===== src/rtl/uart_rx_pkg.sv =====
package uart_rx_pkg;
  localparam int DATA_W = 8;

  typedef enum logic [2:0] {
    ST_IDLE,
    ST_START,
    ST_DATA,
    ST_PAR,
    ST_STOP1,
    ST_STOP2
  } rx_state_e;

  typedef struct packed {
    logic two_stop;
    logic par_odd;
    logic par_en;
    logic eight;
  } rx_cfg_t;

  typedef struct packed {
    logic [DATA_W-1:0] data;
    logic              perr;
    logic              ferr;
  } rx_char_t;
endpackage


===== src/rtl/uart_rx_baud.sv =====
module uart_rx_baud #(
  parameter int DIV_W = 16
) (
  input  logic       clk,
  input  logic       rst_n,
  input  logic       lo_we,
  input  logic       hi_we,
  input  logic [7:0] wdata,
  output logic       tick
);
  localparam int HI_W = DIV_W - 8;

  logic [DIV_W-1:0] div_q, div_n;
  logic [DIV_W-1:0] cnt_q, cnt_n;

  always_comb begin
    div_n = div_q;
    if (lo_we) div_n[7:0] = wdata;
    if (hi_we) div_n[DIV_W-1:8] = wdata[HI_W-1:0];
  end

  // Down-counter: tick on zero, then reload with the divider
  always_comb begin
    tick  = (cnt_q == '0);
    cnt_n = tick ? div_q : cnt_q - 1'b1;
  end

  always_ff @(posedge clk or negedge rst_n) begin
    if (!rst_n) begin
      div_q <= '0;
      cnt_q <= '0;
    end else begin
      div_q <= div_n;
      cnt_q <= cnt_n;
    end
  end
endmodule


===== src/rtl/uart_rx_shifter.sv =====
module uart_rx_shifter
  import uart_rx_pkg::*;
#(
  parameter int OVS = 16
) (
  input  logic     clk,
  input  logic     rst_n,
  input  logic     tick,
  input  logic     rx_in,
  input  logic     rx_fell,
  input  rx_cfg_t  cfg,
  output logic     done,
  output rx_char_t chr
);
  localparam int CNT_W = $clog2(OVS);
  localparam logic [CNT_W-1:0] MID_T  = CNT_W'(OVS / 2 - 1);
  localparam logic [CNT_W-1:0] LAST_T = CNT_W'(OVS - 1);

  rx_state_e         st_q, st_n;
  logic [CNT_W-1:0]  tcnt_q, tcnt_n;
  logic [2:0]        bidx_q, bidx_n;
  logic [DATA_W-1:0] sh_q, sh_n;
  logic              par_q, par_n;
  logic              perr_q, perr_n;
  logic              ferr_q, ferr_n;
  logic              done_q, done_n;
  logic              sample;
  logic [2:0]        last_bit;

  always_comb begin
    sample   = tick && (tcnt_q == ((st_q == ST_START) ? MID_T : LAST_T));
    last_bit = cfg.eight ? 3'(DATA_W - 1) : 3'(DATA_W - 2);
  end

  always_comb begin
    st_n   = st_q;
    tcnt_n = tcnt_q;
    bidx_n = bidx_q;
    sh_n   = sh_q;
    par_n  = par_q;
    perr_n = perr_q;
    ferr_n = ferr_q;
    done_n = 1'b0;
    if (st_q != ST_IDLE && tick) tcnt_n = sample ? '0 : tcnt_q + 1'b1;
    case (st_q)
      ST_IDLE: begin
        // Only a real high-to-low transition arms a new frame
        if (rx_fell) begin
          st_n   = ST_START;
          tcnt_n = '0;
        end
      end
      ST_START: begin
        if (sample) begin
          if (rx_in) begin
            st_n = ST_IDLE;
          end else begin
            st_n   = ST_DATA;
            bidx_n = '0;
            sh_n   = '0;
            par_n  = 1'b0;
            perr_n = 1'b0;
            ferr_n = 1'b0;
          end
        end
      end
      ST_DATA: begin
        if (sample) begin
          sh_n   = {rx_in, sh_q[DATA_W-1:1]};
          par_n  = par_q ^ rx_in;
          bidx_n = bidx_q + 1'b1;
          if (bidx_q == last_bit) st_n = cfg.par_en ? ST_PAR : ST_STOP1;
        end
      end
      ST_PAR: begin
        if (sample) begin
          perr_n = ((par_q ^ rx_in) != cfg.par_odd);
          st_n   = ST_STOP1;
        end
      end
      ST_STOP1: begin
        if (sample) begin
          ferr_n = ~rx_in;
          if (cfg.two_stop) begin
            st_n = ST_STOP2;
          end else begin
            st_n   = ST_IDLE;
            done_n = 1'b1;
          end
        end
      end
      ST_STOP2: begin
        if (sample) begin
          st_n   = ST_IDLE;
          done_n = 1'b1;
        end
      end
      default: st_n = ST_IDLE;
    endcase
  end

  always_ff @(posedge clk or negedge rst_n) begin
    if (!rst_n) begin
      st_q   <= ST_IDLE;
      tcnt_q <= '0;
      bidx_q <= '0;
      sh_q   <= '0;
      par_q  <= 1'b0;
      perr_q <= 1'b0;
      ferr_q <= 1'b0;
      done_q <= 1'b0;
    end else begin
      st_q   <= st_n;
      tcnt_q <= tcnt_n;
      bidx_q <= bidx_n;
      sh_q   <= sh_n;
      par_q  <= par_n;
      perr_q <= perr_n;
      ferr_q <= ferr_n;
      done_q <= done_n;
    end
  end

  // 7-bit characters sit one place high in the shifter
  always_comb begin
    done      = done_q;
    chr.data  = cfg.eight ? sh_q : {1'b0, sh_q[DATA_W-1:1]};
    chr.perr  = perr_q;
    chr.ferr  = ferr_q;
  end
endmodule


===== src/rtl/uart_rx_hold.sv =====
module uart_rx_hold
  import uart_rx_pkg::*;
(
  input  logic     clk,
  input  logic     rst_n,
  input  logic     done,
  input  rx_char_t chr_in,
  input  logic     rd,
  input  logic     mask,
  output rx_char_t hold,
  output logic     full,
  output logic     pend_v,
  output logic     ovr,
  output logic     irq
);
  rx_char_t hold_q, hold_n, pend_q, pend_n;
  logic     full_q, full_n, pendv_q, pendv_n, ovr_q, ovr_n, irq_q, irq_n;
  logic     take, load;

  always_comb begin
    take    = rd & full_q;
    hold_n  = hold_q;
    pend_n  = pend_q;
    full_n  = full_q;
    pendv_n = pendv_q;
    ovr_n   = ovr_q;
    load    = 1'b0;
    if (take) begin
      ovr_n = 1'b0;
      if (pendv_q) begin
        hold_n  = pend_q;
        load    = 1'b1;
        pendv_n = 1'b0;
        if (done) begin
          pend_n  = chr_in;
          pendv_n = 1'b1;
        end
      end else if (done) begin
        hold_n = chr_in;
        load   = 1'b1;
      end else begin
        full_n = 1'b0;
      end
    end else if (!full_q) begin
      if (done) begin
        hold_n = chr_in;
        full_n = 1'b1;
        load   = 1'b1;
      end
    end else if (done) begin
      if (!pendv_q) begin
        pend_n  = chr_in;
        pendv_n = 1'b1;
      end else begin
        ovr_n = 1'b1;
      end
    end
    irq_n = load & ~mask;
  end

  always_ff @(posedge clk or negedge rst_n) begin
    if (!rst_n) begin
      hold_q  <= '0;
      pend_q  <= '0;
      full_q  <= 1'b0;
      pendv_q <= 1'b0;
      ovr_q   <= 1'b0;
      irq_q   <= 1'b0;
    end else begin
      hold_q  <= hold_n;
      pend_q  <= pend_n;
      full_q  <= full_n;
      pendv_q <= pendv_n;
      ovr_q   <= ovr_n;
      irq_q   <= irq_n;
    end
  end

  always_comb begin
    hold   = hold_q;
    full   = full_q;
    pend_v = pendv_q;
    ovr    = ovr_q;
    irq    = irq_q;
  end
endmodule


===== src/rtl/uart_rx_fc.sv =====
module uart_rx_fc
  import uart_rx_pkg::*;
#(
  parameter int DIV_W = 16,
  parameter int OVS   = 16
) (
  input  logic              clk,
  input  logic              rst_n,
  input  logic              rxd,
  input  logic              div_lo_we,
  input  logic              div_hi_we,
  input  logic              cfg_we,
  input  logic              mask_we,
  input  logic [7:0]        wdata,
  input  logic              rd_strobe,
  output logic [DATA_W-1:0] rx_data,
  output logic              rx_full,
  output logic              par_err,
  output logic              frm_err,
  output logic              ovr_err,
  output logic              rx_irq,
  output logic              rx_en_n
);
  localparam int CFG_W = $bits(rx_cfg_t);

  logic     rst_meta, rst_sync_n;
  logic     rx_s1, rx_s2, rx_prev, rx_fell;
  rx_cfg_t  cfg_q, cfg_n;
  logic     mask_q, mask_n;
  logic     tick, chr_done, pend_v;
  rx_char_t chr, hold;
  logic     unused_wbits;

  assign unused_wbits = ^wdata[7:CFG_W];

  // Reset: asserted asynchronously, released on the clock
  always_ff @(posedge clk or negedge rst_n) begin
    if (!rst_n) begin
      rst_meta   <= 1'b0;
      rst_sync_n <= 1'b0;
    end else begin
      rst_meta   <= 1'b1;
      rst_sync_n <= rst_meta;
    end
  end

  always_comb begin
    cfg_n  = cfg_we  ? rx_cfg_t'(wdata[CFG_W-1:0]) : cfg_q;
    mask_n = mask_we ? wdata[0] : mask_q;
    rx_fell = rx_prev & ~rx_s2;
  end

  always_ff @(posedge clk or negedge rst_sync_n) begin
    if (!rst_sync_n) begin
      cfg_q   <= '0;
      mask_q  <= 1'b0;
      rx_s1   <= 1'b1;
      rx_s2   <= 1'b1;
      rx_prev <= 1'b1;
    end else begin
      cfg_q   <= cfg_n;
      mask_q  <= mask_n;
      rx_s1   <= rxd;
      rx_s2   <= rx_s1;
      rx_prev <= rx_s2;
    end
  end

  uart_rx_baud #(.DIV_W(DIV_W)) u_baud (
    .clk  (clk),
    .rst_n(rst_sync_n),
    .lo_we(div_lo_we),
    .hi_we(div_hi_we),
    .wdata(wdata),
    .tick (tick)
  );

  uart_rx_shifter #(.OVS(OVS)) u_shift (
    .clk    (clk),
    .rst_n  (rst_sync_n),
    .tick   (tick),
    .rx_in  (rx_s2),
    .rx_fell(rx_fell),
    .cfg    (cfg_q),
    .done   (chr_done),
    .chr    (chr)
  );

  uart_rx_hold u_hold (
    .clk   (clk),
    .rst_n (rst_sync_n),
    .done  (chr_done),
    .chr_in(chr),
    .rd    (rd_strobe),
    .mask  (mask_q),
    .hold  (hold),
    .full  (rx_full),
    .pend_v(pend_v),
    .ovr   (ovr_err),
    .irq   (rx_irq)
  );

  always_comb begin
    rx_data = hold.data;
    par_err = hold.perr;
    frm_err = hold.ferr;
    rx_en_n = rx_full & pend_v;
  end
endmodule


===== config.mk =====
export PLATFORM = sky130hd
export DESIGN_NAME = uart_rx_fc
export DESIGN_NICKNAME = d
export VERILOG_FILES = /design/src/rtl/uart_rx_pkg.sv /design/src/rtl/uart_rx_baud.sv /design/src/rtl/uart_rx_shifter.sv /design/src/rtl/uart_rx_hold.sv /design/src/rtl/uart_rx_fc.sv
export SDC_FILE = /design/constraint.sdc
export NUM_CORES = 1
export LEC_CHECK = 0
export BUFFER_PORTS_ARGS = -buffer_cell sky130_fd_sc_hd__buf_2
export CAP_MARGIN = 40
export CORE_AREA = 4 4 93 104
export DETAILED_ROUTE_END_ITERATION = 16
export DIE_AREA = 0 0 97 108
export GPL_TIMING_DRIVEN = 0
export HOLD_SLACK_MARGIN = 0.03
export PLACE_DENSITY = 0.67
export SKIP_LAST_GASP = 1
export SLEW_MARGIN = 20
export SYNTH_ARGS = -nofsm -noshare
export SYNTH_HDL_FRONTEND = slang
export SYNTH_SLANG_ARGS = --single-unit

===== constraint.sdc =====
create_clock -name clk -period 2.8 [get_ports clk]
set_clock_uncertainty 0.15 [all_clocks]
set_input_delay 0.28 -clock clk [delete_from_list [all_inputs] [get_ports clk]]
set_output_delay 0.28 -clock clk [all_outputs]
set_load 0.02 [all_outputs]

==> metrics.md, run 1 <==
| Metric | Value |
|---|---|
| Combined global-route utilization of all metal layers | 0.163 |
| Unrepaired setup endpoints after global routing | no |
| Antenna viol nets, final | 0 |
| Relative slew slack | 0.593 |
| Post-CTS resize count | 0 |
| Area after DPL | 4350 sq um |
| Mean area per synthesized cell | 10.4 sq um |
| Area fraction in and, or, nand and nor cells after synthesis | 0.158 |
| Setup Viol. Count Final | 0 |
| Max-capacitance violation count | 0 |
| Flip-flop cell with the highest count after synthesis | dfrtp_1 |
| Yosys warning count | 0 |
| Crit path time final | 2370 ps |
| CP max FO | 10 |
| Worst R2R Path Depth | 8 |
| Syn Inst Count | 389 |
| Ratio of total power to cell area | 566 nW/um^2 |
| Pin count of the biggest net entering global routing | 57 |
| Async SR Flop Fraction | 1.00 |
| Width of the die | 97 um |
| Layout cells sized above 1 | 0.180 |
| Most common library cell in the layout ignoring fill and taps | dfrtp_1 |
| Worst Min Path Start | wdata[0] |
| Post-Synth Adder-Cell Area | 0.0186 |
| Portion of the clock cycle consumed by the worst path in the final layout | 0.846 |
| Largest stage delay, worst path | 510 ps |
| Number of buffers on the longest clock path | 2 |
| Critical R2R Capture | u_shift.par_q$_DFFE_PN0P_ |
| Boundary pin count | 30 |
| Tightest Hold Check Type | in2reg |
| Die ar. | 10500 sq um |
| Post-layout instance area | 4670 sq um |
| Core Footprint | 8690 sq um |
| Worst slack at placement | 478 ps |
| Remaining global-route overflow | 0 |
| Nature of the critical path startpoint | flop |
| Total clock buffers created by CTS | 9 |
| Number of sinks handled by clock tree synthesis | 88 |
| Post-DP HPWL | 5930 um |
| Leakage power | 1.96 nW |
| Cells along the critical path | inv_1, ha_1, nor3b_1, nand2_2, buf_2, clkbuf_1, o21ai_0, nand2_1 |
| Compound-cell area share of the yosys netlist | 0.128 |
| Most frequent cells in the layout | dfrtp_1, o21ai_0, nand2_1 |
| Worst skew pair latency | 370 ps |
| Clock-pin slew reported for the worst setup and hold paths after clock tree synthesis | 100 ps |
| Worst setup margin | 431 ps |
| Antenna violations before repair | 0 |
| Layout net count | 462 |
| Routed len/inst | 14.7 um |
| Storage cell area | 2210 sq um |
| FP Rows | 36 |
| CTS H-Tree Depth | 3 |
| Cell at the root of the clock tree | clkbuf_8 |
| Cells taking the most area after synthesis | dfrtp_1, o21ai_0, mux2_2 |
| Relative area change from synthesis to final layout | 15.6% |
| Vertical extent of the die | 108 um |
| Number of flip-flops and latches in the synthesized netlist | 88 |
| Worst path slowest cell | nor3b_1 |
| Count of cell types in the netlist | 46 |
| Final Wtd Congestion | 0.809 |
| Mux contribution to synthesized area | 0.0840 |
| DR vias | 2991 |
| Area share of xor/xnor cells in the synthesized design | 0.0325 |
| Top achievable clock speed | 422 MHz |
| Total standard cell area after synthesis | 4040 sq um |
| Number of synthesized flops with an enable pin | 0 |
| Endpoint of the worst hold path | mask_q$_DFFE_PN0P_ |
| Detail-routed via count per cell | 5.35 |
| Area of combinational cells with multiple inputs | 1700 sq um |
| Area share of the largest cell type after synthesis | 0.527 |
| Minimum setup slack among reg-to-reg paths | 430 ps |
| Synthesized net count | 411 |
| CTS tree | built |
| First-pass iteration count of the detailed router | 4 |
| Ant. Diodes | 0 |
| Wire length of the first global-routing pass | 13800 um |
| End-of-flow core utilization | 0.537 |
| Sum of routed wire length over all layers | 8230 um |
| Required arrival time at the worst endpoint | 2890 ps |
| DRC violation count after routing | 0 |
| Share of synthesized area occupied by flip-flops and latches | 0.546 |
| Dominant combinational cell family by area after synthesis | simple AND/OR/NAND/NOR gates |
| Synth area leader | dfrtp_1 |
| VDD IR max | 0.305 mV |
| Slew at the pin closest to its max-slew limit | 594 ps |
| Number of hold-slack violations in the final timing report | 0 |
| Via count of the first global-routing pass | 2956 |
| Critical Path End Type | flop |
| Drt initial violations | 165 |
| Max Transition Viols Final | 0 |
| Setup_tns | 0 ps |
| Hold Path Cell Cnt | 2 |
| Class of the most critical setup path | reg2reg |
| Fill cell instance count of the final layout | 760 |
| Launching point of the worst reg2reg path | u_baud.cnt_q[0]$_DFF_PN0_ |
| Endpoint arrival time on the critical path | 2460 ps |
| Initial Util | 0.464 |
| Run status | completed |
| IO Port Bufs | 27 |
==> critical path: cells and delay by family, from the launching register on <==
kind	cells	cell delay, ps
AOI/OAI and AO/OA	1	240
adders and majority gates	1	150
buffers and inverters	3	550
DFF	1	440
and+or+nand+nor	3	710
==> area by class of cell <==
cell class              instances  area share
multi-input cells             268       0.365
inverters                      15      0.0121
repair buffers                 40      0.0606
well taps                     114      0.0305
clock inverters                 7      0.0169
clock buffers                   9      0.0265
flip-flops and latches         88       0.473
plain buffers                  18      0.0153
==> cell usage after synthesis (3+ instances only) <==
cell type and number:
o22ai_1 5, nor3b_1 4, clkbuf_1 15, mux2_2 23
nor3_1 6, nand3_1 14, o211ai_1 4, a21oi_1 19
nor2b_1 7, nand2_1 42, xor2_1 8, nand3b_1 5
dfstp_2 3, ha_1 6, mux2i_1 8, dfrtp_1 85
o21ai_0 52, xnor2_1 7, inv_1 15, buf_2 3
nor2_1 23, or4_1 4
==> registers in the layout, indices dropped and copies added (netlist names), 3 cells and up <==
| signal | count |
|---|---|
| u_shift.st_q | 3 |
| u_baud.cnt_q | 16 |
| cfg_q | 4 |
| u_shift.sh_q | 8 |
| u_shift.tcnt_q | 4 |
| u_hold.pend_q | 10 |
| u_hold.hold | 10 |
| u_shift.bidx_q | 3 |
| u_baud.div_q | 16 |
==> logic make-up after synthesis <==
logic type / count (synthesis)
AOI/OAI and AO/OA: 92
xor gates and xnor gates: 15
adders and majority gates: 6
buffers and inverters: 33
DFF: 88
muxes: 31
other: 1
and+or+nand+nor: 123
==> power by group <==
part           internal (mW)  switching (mW)  leakage (nW)
Sequential              1.36           0.107          1.06
Clock                  0.422           0.482         0.104
Combinational          0.141           0.127         0.788
Total                   1.93           0.716          1.96
==> repair_timing <==
action / in CTS / in global routing
hold buffers: 11 / 1
buffers inserted: 0 / 0
endpoints found under the hold margin: 16 / 2
==> stage by stage <==
step           power (mW)  hold slack, ps  instances
4_1_cts              2.66            30.1        558
2_1_floorplan        1.66            -166        389
6_report             2.64            50.9        559
3_3_place_gp         1.73           -84.8        530
5_1_grt              2.78            39.9        559
3_5_place_dp         1.75           -80.1        531
==> worst max-delay path by stage <==
stage                                 from                           to  slack, ps  cells past startpoint
2_1_floorplan         rst_sync_n$_DFF_PN0_         cfg_q[0]$_DFFE_PN0P_         20                      0
3_3_place_gp          rst_sync_n$_DFF_PN0_  u_shift.tcnt_q[0]$_DFF_PN0_       -910                      0
3_5_place_dp   u_shift.st_q[0]$_DFFE_PN0P_  u_shift.sh_q[6]$_DFFE_PN0P_        480                      6
4_1_cts        u_shift.st_q[1]$_DFFE_PN0P_  u_shift.sh_q[1]$_DFFE_PN0P_        450                      6
5_1_grt          u_baud.cnt_q[0]$_DFF_PN0_    u_shift.par_q$_DFFE_PN0P_        290                      8
6_report         u_baud.cnt_q[0]$_DFF_PN0_    u_shift.par_q$_DFFE_PN0P_        430                      8
==> per-layer routing <==
metal	track usage	wire length (um)	vias up
met1	0.199	3660	1439
met5	0	0	-
li1	-	-	1467
met2	0.278	4100	67
met3	0.0458	266	18
met4	0.0622	197	0
Note: power is estimated with default switching activity, not from simulation.
==> inputs of run 2 (changes only) <==
Settings changed: PLACE_DENSITY 0.67 to not set.
Clock period 2.8 ns to 2.28 ns, I/O delays scaled along.
==> metrics.md, run 2 (synthesized netlist as in run 1, its figures left out) <==
| Metric | Value |
|---|---|
| Portion of the clock cycle consumed by the worst path in the final layout | 0.940 (+0.0934) |
| Ant. Diodes | 0 (unchanged) |
| Drt initial violations | 109 (-34%) |
| Final Wtd Congestion | 0.794 (-1.9%) |
| CP max FO | 10 (unchanged) |
| Highest layer used for signal routing | met4 |
| Width of the die | 97 um (unchanged) |
| Routed length on met2 | 4100 um (about the same) |
| Antenna violations before repair | 0 (unchanged) |
| Max Transition Viols Final | 0 (unchanged) |
| Run status | completed |
| Clock-pin slew reported for the worst setup and hold paths after clock tree synthesis | 90 ps (about the same) |
| First-pass iteration count of the detailed router | 4 (unchanged) |
| Layout cells sized above 1 | 0.208 (+0.0282) |
| Area after DPL | 4340 sq um (-0.17%) |
| Tightest Hold Check Type | in2reg |
| Total clock buffers created by CTS | 9 (unchanged) |
| Pin count of the biggest net entering global routing | 51 (-11%) |
| Routed len/inst | 14.5 um (-1.5%) |
| Critical Path End Type | flop |
| Number of sinks handled by clock tree synthesis | 88 (unchanged) |
| DR vias | 2957 (-1.1%) |
| Worst skew pair latency | 350 ps (-20 ps) |
| Most common library cell in the layout ignoring fill and taps | dfrtp_1 |
| Setup Viol. Count Final | 0 (unchanged) |
| Layout net count | 469 (+1.5%) |
| FP Rows | 36 (unchanged) |
| Cell at the root of the clock tree | clkbuf_8 |
| Top achievable clock speed | 467 MHz (+11%) |
| Post-placement cell count | 531 (unchanged) |
| Slew at the pin closest to its max-slew limit | 644 ps (+50.2 ps) |
| Boundary pin count | 30 (unchanged) |
| End-of-flow core utilization | 0.553 (+0.0154) |
| Leakage power | 2.03 nW (+3.8%) |
| Ratio of total power to cell area | 708 nW/um^2 (+25%) |
| DRC violation count after routing | 0 (unchanged) |
| Wire length on met3 | 254 um (-4.5%) |
| CTS tree | built |
| Portion of total power attributed to combinational logic | 0.100 (-0.002) |
| Wire length of the first global-routing pass | 14500 um (+5.2%) |
| Setup_tns | 0 ps (unchanged) |
| Cell internal power dissipation | 2.52 mW (+31%) |
| Relative slew slack | 0.571 (-0.0221) |
| Via count of the first global-routing pass | 3023 (+2.3%) |
| Leading registers by flop count | u_baud.cnt_q: 16 flops, u_baud.div_q: 16 flops |
| Clock network power share | 0.368 (+0.026) |
| Initial Util | 0.464 (unchanged) |
| Post-layout instance area | 4800 sq um (+2.9%) |
| Sequential power share | 0.531 (-0.025) |
| Required arrival time at the worst endpoint | 2360 ps (-530 ps) |
| Most frequent cells in the layout | dfrtp_1, o21ai_0, nand2_1 |
| IO Port Bufs | 27 (unchanged) |
| Total Power | 3.40 mW (+29%) |
| Worst slack at placement | -127 ps (-605 ps) |
| Number of buffers on the longest clock path | 2 (unchanged) |
| Wl on met1 | 3780 um (+3.3%) |
| P_sw | 0.876 mW (+22%) |
| Final cell count without fillers | 566 (+1.3%) |
| Worst setup margin | 138 ps (-293 ps) |
| Die ar. | 10500 sq um (unchanged) |
| Detail-routed via count per cell | 5.22 (-2.4%) |
| Crit path time final | 2140 ps (-227 ps) |
| VDD IR max | 0.480 mV (+57%) |
| Vertical extent of the die | 108 um (unchanged) |
| Max-capacitance violation count | 0 (unchanged) |
| Nature of the critical path startpoint | flop |
| Post-DP HPWL | 5770 um (-2.8%) |
| Sum of routed wire length over all layers | 8210 um (-0.24%) |
| Antenna viol nets, final | 0 (unchanged) |
| Number of hold-slack violations in the final timing report | 0 (unchanged) |
| Class of the most critical setup path | reg2reg |
| Remaining global-route overflow | 0 (unchanged) |
| Switching part of the total | 0.258 (-0.0133) |
| Combined global-route utilization of all metal layers | 0.172 (+0.00905) |
| Worst hold margin | 68.4 ps (+17.5 ps) |
| Core Footprint | 8690 sq um (unchanged) |
| Relative area change from synthesis to final layout | 19.0% |
| Endpoint arrival time on the critical path | 2230 ps (-230 ps) |
| CTS H-Tree Depth | 3 (unchanged) |
## run 2: changes by cell type in the layout (fill, tap and decap cells not counted), sizes merged
| cell | previous run | this run |
|---|---|---|
| bufinv | 1 | 2 |
| buf | 31 | 34 |
| dlygate4sd3 | 12 | 16 |
| clkbuf | 24 | 25 |
| inv | 17 | 18 |
| clkinv | 4 | 1 |
## run 2: timing repair
item	CTS	global route
endpoints found under the setup margin	14	36
gates resized for setup	3	13
buffers inserted	0	3
hold endpoints to repair	25	0
pin swaps	0	2
hold buffers	16	0
cloned	0	0
## run 2: critical path, cell delays in order (launching register included)
cell and delay, ps:
dfrtp_1 400, clkbuf_2 190, or4b_2 680, nor2_1 190
nor2_2 130, o21ai_0 160, o21ai_0 110
## run 2: power groups by stage
stage                     clock network (mW)  registers (mW)  logic (mW)
final                                   1.25            1.81       0.341
after floorplan                            0            1.83       0.214
after CTS                               1.29            1.81       0.336
after global placement                     0            1.85       0.285
after detailed placement                   0            1.84       0.310
after global routing                    1.36            1.83       0.382
## run 2: final timing paths
path	startpoint	end	slack, ps	cells after the start
max in group asynchronous	rst_sync_n$_DFF_PN0_	rx_prev$_DFF_PN1_	1060	1
worst min-delay path	cfg_we	cfg_q[3]$_DFFE_PN0P_	70	2
min in group asynchronous	rst_sync_n$_DFF_PN0_	u_hold.ovr$_DFFE_PN0P_	220	0
worst max register to register	u_shift.st_q[1]$_DFFE_PN0P_	u_shift.sh_q[7]$_DFFE_PN0P_	140	6
worst min register to register	rx_s1$_DFF_PN1_	rx_s2$_DFF_PN1_	210	0
worst max-delay path	u_shift.st_q[1]$_DFFE_PN0P_	u_shift.sh_q[7]$_DFFE_PN0P_	140	6
## run 2: area by class of cell
class                   count  area [sq um]
plain buffers              18          76.3
clock buffers              10           138
clock inverters             6          97.6
fillers                   782          3890
inverters                  15          56.3
multi-input cells         268          1750
flip-flops and latches     88          2210
well taps                 114           143
repair buffers             47           338
## run 2: routing by layer
metal	up-vias	global-route usage
met5	-	0
met4	0	0.0512
met3	5	0.0394
met2	40	0.295
met1	1428	0.220
li1	1484	-
==> inputs of run 3 (changes only) <==
Settings changed: CORE_AREA 4 4 93 104 to 4 4 95 106, DIE_AREA 0 0 97 108 to 0 0 99 110, SYNTH_HIERARCHICAL set to 1.
==> metrics.md, run 3 <==
| Metric | Value |
|---|---|
| Run status | completed |
| Routed len/inst | 16.4 um (+13%) |
| Flip-flop cell with the highest count after synthesis | dfrtp_1 |
| Drt initial violations | 75 (-31%) |
| Via count of the first global-routing pass | 2947 (-2.5%) |
| Cells taking the most area after synthesis | dfrtp_1, mux2_2, mux2_4 |
| Area after DPL | 4580 sq um (+5.5%) |
| IO Port Bufs | 27 (unchanged) |
| Layout cells sized above 1 | 0.404 (+0.196) |
| Combined global-route utilization of all metal layers | 0.174 (+0.00189) |
| Sum of routed wire length over all layers | 8820 um (+7.4%) |
| Switching part of the total | 0.267 (+0.00943) |
| Share of synthesized area occupied by flip-flops and latches | 0.523 (-0.0236) |
| FP Rows | 36 (unchanged) |
| Remaining global-route overflow | 0 (unchanged) |
| Count of cell types in the netlist | 55 (+20%) |
| P_sw | 0.951 mW (+8.6%) |
| Core Footprint | 8870 sq um (+2.1%) |
| Nature of the critical path startpoint | flop |
| Total standard cell area after synthesis | 4220 sq um (+4.5%) |
| Total Power | 3.56 mW (+4.7%) |
| Tightest Hold Check Type | in2reg |
| Most common library cell in the layout ignoring fill and taps | dfrtp_1 |
| CTS tree | built |
| Launching point of the worst reg2reg path | u_baud/cnt_q[5]$_DFF_PN0_ |
| DR vias | 2912 (-1.5%) |
| Worst skew pair latency | 350 ps (about the same) |
| Worst setup margin | 1.42 ps (-136 ps) |
| End-of-flow core utilization | 0.579 (+0.0266) |
| Worst Min Path Start | wdata[0] |
| Commonest cells in the synthesized netlist | dfrtp_1, mux2_2, nand2_1 |
| Cell internal power dissipation | 2.61 mW (+3.4%) |
| Sequential power share | 0.514 (-0.017) |
| Number of synthesized flops with an enable pin | 0 (unchanged) |
| Async SR Flop Fraction | 1.00 (unchanged) |
| CP max FO | 8 (-2) |
| Pin count of the biggest net entering global routing | 50 (-2.0%) |
| Portion of total power attributed to combinational logic | 0.143 (+0.043) |
| Most frequent cells in the layout | dfrtp_1, buf_2, mux2_2 |
| Area share of the largest cell type after synthesis | 0.504 (-0.0228) |
| Die ar. | 10900 sq um (+4.0%) |
| Synth area leader | dfrtp_1 |
| Crit path time final | 2280 ps (+136 ps) |
| VDD IR max | 0.348 mV (-28%) |
| Clock network power share | 0.342 (-0.026) |
| Relative slew slack | 0.475 (-0.0959) |
| Setup Viol. Count Final | 0 (unchanged) |
| Max Transition Viols Final | 0 (unchanged) |
| Synthesized net count | 369 (-10%) |
| Vertical extent of the die | 110 um (+1.9%) |
| CTS H-Tree Depth | 3 (unchanged) |
| Antenna viol nets, final | 0 (unchanged) |
| Worst slack at placement | -549 ps (-422 ps) |
| Required arrival time at the worst endpoint | 2370 ps (about the same) |
| Ant. Diodes | 0 (unchanged) |
| Launching instance or port of the critical path | u_baud/cnt_q[5]$_DFF_PN0_ |
| Initial Util | 0.476 (+0.0112) |
| Wire length of the first global-routing pass | 14800 um (+1.7%) |
| Layout net count | 438 (-6.6%) |
| Total clock buffers created by CTS | 9 (unchanged) |
| Boundary pin count | 30 (unchanged) |
| Number of flip-flops and latches in the synthesized netlist | 88 (unchanged) |
| Most frequently used cell type in the post-synthesis netlist | dfrtp_1 |
| Relative area change from synthesis to final layout | 21.8% |
| First-pass iteration count of the detailed router | 4 (unchanged) |
| Ratio of total power to cell area | 693 nW/um^2 (-2.1%) |
| Endpoint arrival time on the critical path | 2370 ps (+140 ps) |
| Clock-pin slew reported for the worst setup and hold paths after clock tree synthesis | 90 ps (about the same) |
| Post-DP HPWL | 5820 um (+0.84%) |
| Top achievable clock speed | 439 MHz (-6.0%) |
| Yosys warning count | 6 (+6) |
| Number of hold-slack violations in the final timing report | 0 (unchanged) |
| Post-layout instance area | 5140 sq um (+7.0%) |
| Unrepaired setup endpoints after global routing | yes |
| Portion of the clock cycle consumed by the worst path in the final layout | 0.999 (+0.0598) |
| Leading registers by flop count | u_baud/cnt_q: 16 flops, u_baud/div_q: 16 flops |
| Final Wtd Congestion | 0.848 (+6.9%) |
| Worst hold margin | 54.4 ps (-14.0 ps) |
| Detail-routed via count per cell | 5.42 (+3.8%) |
| Critical Path End Type | flop |
| Number of buffers on the longest clock path | 2 (unchanged) |
| Class of the most critical setup path | reg2reg |
| Mean area per synthesized cell | 12.1 sq um (+17%) |
| DRC violation count after routing | 0 (unchanged) |
| Antenna violations before repair | 0 (unchanged) |
| Slew at the pin closest to its max-slew limit | 782 ps (+138 ps) |
| Width of the die | 99 um (+2.1%) |
| Number of sinks handled by clock tree synthesis | 88 (unchanged) |
| Max-capacitance violation count | 0 (unchanged) |
| Syn Inst Count | 349 (-10%) |
| Cell at the root of the clock tree | clkbuf_8 |
| Leakage power | 2.26 nW (+11%) |
[run 3: cell count changes after synthesis, sizes merged, moves of 11 or more]
| cell | before | now |
|---|---|---|
| buf | 3 | 15 |
| clkbuf | 15 | 4 |
| mux2 | 23 | 45 |
| nand2 | 43 | 23 |
| o21ai | 52 | 16 |
| or2 | 0 | 11 |
[run 3: through the flow]
step / setup TNS (ps) / std cells
after detailed placement: -6660 / 491
after floorplan: -533 / 349
final: 0 / 537
after global placement: -6470 / 490
after global routing: -968 / 537
after CTS: -191 / 529
[run 3: cells by family (layout without fill, tap and decap cells)]
family,Yosys count,after routing,synth area share
xor+xnor,18,18,0.0374
buf+inv,27,101,0.0362
flops,88,88,0.523
simple gates,96,96,0.133
fa+ha+maj,4,4,0.0119
mux,49,49,0.140
other cells,1,1,0.000889
compound gates,66,66,0.118
[run 3: what timing repair did]
item	in CTS	in global routing
pin swaps	7	6
gates cloned	1	1
hold buffers	12	0
gates resized for setup	10	11
endpoints found under the setup margin	20	17
buffers inserted	10	7
endpoints found under the hold margin	22	0
[run 3: worst paths after layout]
check	slack (ps)	endpoint	cells past startpoint
min in group asynchronous	150	u_baud/div_q[13]$_DFFE_PN0P_	0
max in group asynchronous	1160	rx_s2$_DFF_PN1_	1
min reg2reg	150	u_baud/div_q[13]$_DFFE_PN0P_	0
min	50	u_baud/div_q[0]$_DFFE_PN0P_	2
max	1	u_shift/sh_q[1]$_DFFE_PN0P_	8
max reg2reg	1	u_shift/sh_q[1]$_DFFE_PN0P_	8
[run 3: per-layer routing]
metal,part of all wire,track usage
met1,0.48,0.239
met2,0.49,0.286
met3,0.027,0.0308
met4,0.0058,0.0507
met5,0,0
[run 3: area by class of cell]
type / count / area, sq um
Timing Repair Buffer: 59 / 423
Buffer: 18 / 136
Tap cell: 114 / 143
Clock inverter: 6 / 91.3
Inverter: 8 / 30.0
Multi-Input combinational cell: 234 / 1970
Clock buffer: 10 / 138
Fill cell: 742 / 3730
Sequential cell: 88 / 2210
[run 3: power groups by stage]
stage                     Clock (mW)  Combinational, mW  Sequential, mW
after floorplan                    0              0.285            1.86
after global placement             0              0.370            1.88
after detailed placement           0              0.400            1.87
after CTS                       1.26              0.474            1.83
after global routing            1.33              0.566            1.85
final                           1.22              0.510            1.83
[run 3: critical path, stage by stage, from the launching register on]
cell and delay (ps):
dfrtp_1 440, nor4_4 390, nand4_4 150, inv_2 110
buf_12 120, nand3_4 110, a211o_4 370, buf_4 160
a22o_1 170
